==> src/rtl/ext_irq_sense.sv <==
module ext_irq_sense #(
  parameter int SYNC_STAGES = 2
) (
  input  logic       clk,
  input  logic       rst_n,
  input  logic [2:0] pin_i,
  input  logic [3:0] sense_ctl_i,
  input  logic       sense2_rise_i,
  input  logic [2:0] en_i,
  input  logic       gie_i,
  input  logic [2:0] ack_i,
  input  logic [2:0] clr_i,
  output logic [2:0] pend_o,
  output logic [2:0] req_o
);
  localparam int NPIN = 3;

  logic [NPIN-1:0] sync_q [SYNC_STAGES];
  logic [NPIN-1:0] prev_q, pend_q, lvl, fall, rise, edge_evt, is_level;
  logic [1:0]      mode0, mode1;

  assign lvl   = sync_q[SYNC_STAGES-1];
  assign fall  = prev_q & ~lvl;
  assign rise  = ~prev_q & lvl;
  assign mode0 = sense_ctl_i[1:0];
  assign mode1 = sense_ctl_i[3:2];

  assign edge_evt[0] = mode0[1] & (mode0[0] ? rise[0] : fall[0]);
  assign edge_evt[1] = mode1[1] & (mode1[0] ? rise[1] : fall[1]);
  assign edge_evt[2] = sense2_rise_i ? rise[2] : fall[2];

  assign is_level = {1'b0, mode1 == 2'b00, mode0 == 2'b00};

  always_ff @(posedge clk or negedge rst_n) begin
    if (!rst_n) begin
      for (int k = 0; k < SYNC_STAGES; k++) sync_q[k] <= '1;
      prev_q <= '1;
      pend_q <= '0;
    end else begin
      sync_q[0] <= pin_i;
      for (int k = 1; k < SYNC_STAGES; k++) sync_q[k] <= sync_q[k-1];
      prev_q <= lvl;
      pend_q <= (pend_q & ~(ack_i | clr_i)) | edge_evt;
    end
  end

  assign pend_o = pend_q;
  assign req_o  = {NPIN{gie_i}} & en_i &
                  ((is_level & ~lvl) | (~is_level & pend_q));
endmodule


==> config.mk <==
export PLATFORM = sky130hd
export DESIGN_NAME = ext_irq_sense
export DESIGN_NICKNAME = d
export VERILOG_FILES = /design/src/rtl/ext_irq_sense.sv
export SDC_FILE = /design/constraint.sdc
export NUM_CORES = 1
export LEC_CHECK = 0
export BUFFER_PORTS_ARGS = -buffer_cell sky130_fd_sc_hd__buf_2
export CAP_MARGIN = 40
export CORE_MARGIN = 2
export CORE_UTILIZATION = 25
export CTS_BUF_LIST = sky130_fd_sc_hd__clkbuf_8
export DETAILED_ROUTE_END_ITERATION = 10
export HOLD_SLACK_MARGIN = 0.08
export PLACE_DENSITY = 0.58
export SETUP_SLACK_MARGIN = 0.4
export SYNTH_ARGS = -nofsm -noshare
export SYNTH_HDL_FRONTEND = slang
export SYNTH_SLANG_ARGS = --single-unit
==> constraint.sdc <==
create_clock -name clk -period 3.1 [get_ports clk]
set_input_delay 0 -clock clk [delete_from_list [all_inputs] [get_ports clk]]
set_output_delay 0 -clock clk [all_outputs]
set_load 0.01 [all_outputs]
### After elaboration in Yosys (flattened, before gate mapping)

Cells that the tools add are included.

* add/sub/neg operators: 0
* $mul: 0
* divide/modulo/power cells: 0
* $lt $le $gt $ge: 0
* equality and inequality tests: 0
* shifts and indexed selects: 0
* multiplexer cells: 3
* bitwise logic cells: 16
* reductions and logical operators: 2

Operators by type and width (number)
* 3-bit bitwise AND: 6
* 3-bit NOT: 3
* 3-bit OR: 3
* 2-bit zero test: 2
* 2-bit by 3-bit bitwise AND with 3-bit output: 1
* 1-bit two-way mux: 3
* 2-bit NOT with 3-bit output: 1
* 1-bit bitwise AND: 2

* register bits: 12
* latch bits: 0
* RAM bits: 0
* bits in read-only memories: 0
* input port bits: 20
* output and inout port bits: 6
* memories: 0

### Depth between registers and ports, before layout

* depth after elaboration: 5
* gate-level depth with buffers: 2

### Least setup slack after synthesis

OpenSTA, ideal clock, no wires.

* kind: flip-flop to flip-flop
* from: register prev_q[0]
* to: register pend_q[0] (netlist: pend_o[0])
* setup time: 0.124 ns
* arrival: 0.949 ns
* data required time: 2.976 ns
* setup slack: 2.027 ns
* stages on the path, launching flop included: 3
* buffers on the path: 0
* period minus slack after synthesis: 1.073 ns
* cells stage by stage: dfstp_2 -> and4b_2 -> a211o_1

* longest elaborated chain between the ends: 5
* elaborated cells between the ends (all ways): 6

RTL lines
* start, declared: line 19 `logic [NPIN-1:0] prev_q, pend_q, lvl, fall, rise, edge_evt, is_level;`
* start signal, assigned: line 42 `prev_q <= lvl;`
* 3-bit NOT: line 24 `assign rise = ~prev_q & lvl;`
* 3-bit bitwise AND: line 24
* 1-bit two-way mux *: line 28 `assign edge_evt[0] = mode0[1] & (mode0[0] ? rise[0] : fall[0]);`
* 1-bit bitwise AND *: line 28
* 3-bit OR *: line 43 `pend_q <= (pend_q & ~(ack_i | clr_i)) | edge_evt;`
* end signal, assigned: line 43
* end, declared: line 19

Mark *: on every way between the ends. The rest lies on a longest branch, timed or not.

### Final worst setup path

* from: register sync_q, in the netlist lvl[1]
* to: output port req_o[1]

* longest elaborated chain between the ends: 4

RTL lines
* start, declared: line 18 `logic [NPIN-1:0] sync_q [SYNC_STAGES];`
* 3-bit NOT: line 49 `((is_level & ~lvl) | (~is_level & pend_q));`
* 2-bit by 3-bit bitwise AND with 3-bit output: line 49
* 3-bit OR: line 49
* 3-bit bitwise AND: line 48 `assign req_o = {NPIN{gie_i}} & en_i &`
* end, declared: line 14 `output logic [2:0] req_o`

Every way passes these cells.

==> summary.md <==
| Metric | Value |
|---|---|
| Status | complete, no violations |
| Worst Hold Class | input pin to register |
| Mapped Area | 458 um2 |
| TritonCTS clock tree | built |
| Critical path startpoint category | register |
| Setup CP Type | register to primary output |
| Clock Sink Count | 12 |
| Area grow syn2layout | 54.9% |
| Number of top-level pins | 26 |
| First-pass DRT Iterations | 2 |
| DRT iter0 DRCs | 1 |
| Slew margin rel. | 0.835 |
| Standard-cell row count | 15 |
| Skew final | 0.00397 ns |
| Worst r2r src | prev_q[1] |
| WP data arrival | 1.24 ns |
| Drt wl/cell | 8.80 um |
| DIE AREA | 2190 um2 |
| Antenna cells | 0 |
| Utilization after layout | 0.411 |
| Clock transition at path regs | 0.05 ns |
| Least-Margin Pin Slew | 0.248 ns |
| Worst-Skew Late Latency | 0.23 ns |
| Largest net degree at the start of global routing | 13 |
| Max Cap Viol | 0 |
| CP Capture Type | primary output |
| Detailed Route WL | 810 um |
| Routed vias | 377 |
| Root Driver | clkbuf_8 |
| Slew Viols, Final | 0 |
| Fmax | 804 MHz |
| Pleak | 0.359 nW |
| Die width | 46.8 um |
| Period minus WS final | 1.24 ns |
| DRC | 0 |
| FF+latch count, synth | 12 |
| Gate Count Post-Synth | 33 |
| Post-CTS Setup Bufs | 0 |
| Post-synthesis sequential area ratio | 0.680 |
| H-tree levels | 1 |
| Setup TNS | 0 ns |
| Hold WS | 0.0865 ns |
| Final Hold Fails | 0 |
| DR vias/cell | 4.10 |
| Fillers | 166 |
| CP max FO | 4 |
| Post-route ant nets | 0 |
| Vias in the first global route | 320 |
| CTS Buffer Depth | 2 |
| Final Net Count | 88 |
| Tcrit/Tclk final | 0.401 |
| Antenna violations before repair | 0 |
| RePlAce Congestion | 0.678 |
| Worst Path Required | 3.10 ns |
| Hold Crit Start | ack_i[2] |
| Total grt overflow | 0 |
| Power Dens Cells | 491 nW/um2 |
| CTS buffer count | 3 |
| VDD IR max | 0.340 mV |
| Setup violators final | 0 |
| # port buffers | 25 |
| Avg Inst Size Synth | 13.9 um2 |
| Die height | 46.8 um |
| Pre-CTS setup slack | 1.99 ns |
| Core area | 1730 um2 |
| Syn Nets | 53 |
| Final WS setup | 1.86 ns |
| All-Layer GR Usage | 0.0806 |
| Critical Path Start | lvl[1] |
| Global-route wire length before repair | 1190 um |
| Starting Density | 0.265 |
| Share of cells above drive strength 1 | 0.582 |
| Pwr Total | 0.348 mW |
| Cell variety after synth | 14 |
| Yosys warns | 0 |
| RSZ-0062 raised after global routing | false |
## sequential cells by signal, summed over array words and instances (netlist names)
name    count
sync_q      3
prev_q      3
lvl         3
pend_o      3
## area by class of cell
| class | count | area (um2) | area share |
|---|---|---|---|
| flip-flops and latches | 12 | 312 | 0.439 |
| repair buffers | 30 | 175 | 0.247 |
| multi-input cells | 21 | 146 | 0.206 |
| clock buffers | 3 | 41.3 | 0.0582 |
| well taps | 25 | 31.3 | 0.0441 |
| clock inverters | 1 | 3.75 | 0.00529 |
## critical path, cell delays in order, from the launching register on
cell     delay (ns)
dfstp_2        0.37
or3_1          0.37
a21oi_1        0.13
buf_2          0.14
## layout by cell type (no fill, tap or decap)
master         instances
o21ai_0                2
dfrtp_1                3
and4bb_1               2
a21oi_1                2
nand2_1                3
a211o_1                2
and4b_2                2
o221ai_1               1
dfstp_2                9
nor2_1                 2
nand2b_1               1
buf_2                 25
or3b_1                 1
and3_1                 1
dlygate4sd3_1          5
clkbuf_8               3
or3_1                  2
inv_1                  1
## kinds of logic after synthesis
logic type | Yosys count | share of synthesized area
flops | 12 | 0.680
compound gates | 7 | 0.101
simple gates | 14 | 0.219
## cells in the mapped netlist, drive strengths merged
cell type / count / area share
dfstp: 9 / 0.52
dfrtp: 3 / 0.16
nand2: 3 / 0.025
a211o: 2 / 0.038
a21oi: 2 / 0.022
and4b: 2 / 0.049
and4bb: 2 / 0.055
nor2: 2 / 0.016
o21ai: 2 / 0.022
or3: 2 / 0.027
and3: 1 / 0.014
nand2b: 1 / 0.014
o221ai: 1 / 0.019
or3b: 1 / 0.019
## timing repair
item                                    CTS  global route
endpoints found under the setup margin    0             0
endpoints found under the hold margin    16             0
resized for setup                         0             0
hold buffers                              5             0
## layer usage
layer / wire length [um] / track usage / up-vias
met5: 0 / 0 / -
met4: 0 / 0.0167 / 0
met3: 97 / 0.0577 / 0
met2: 317 / 0.126 / 21
met1: 395 / 0.0907 / 164
li1: - / - / 192
## stage by stage
step | cell area, um2 | std cells
3_3_place_gp | 614 | 83
6_report | 709 | 92
2_1_floorplan | 458 | 33
5_1_grt | 709 | 92
3_5_place_dp | 614 | 83
4_1_cts | 709 | 92
## report_power, final
part | switching (mW) | internal (mW) | total, mW
registers | 0.00459 | 0.171 | 0.175
logic | 0.0147 | 0.0215 | 0.0363
clock network | 0.0501 | 0.0866 | 0.137
## worst paths after layout
kind | slack [ns] | depth (start not counted) | end
worst max-delay path | 1.86 | 3 | req_o[1]
worst min-delay path | 0.09 | 3 | pend_o[2]
worst max register to register | 2.00 | 2 | pend_o[1]
worst min register to register | 0.35 | 0 | lvl[1]
max in group asynchronous | 2.67 | 2 | lvl[2]
min in group asynchronous | 0.17 | 2 | pend_o[0]
Note: power is estimated with default switching activity, not from simulation.
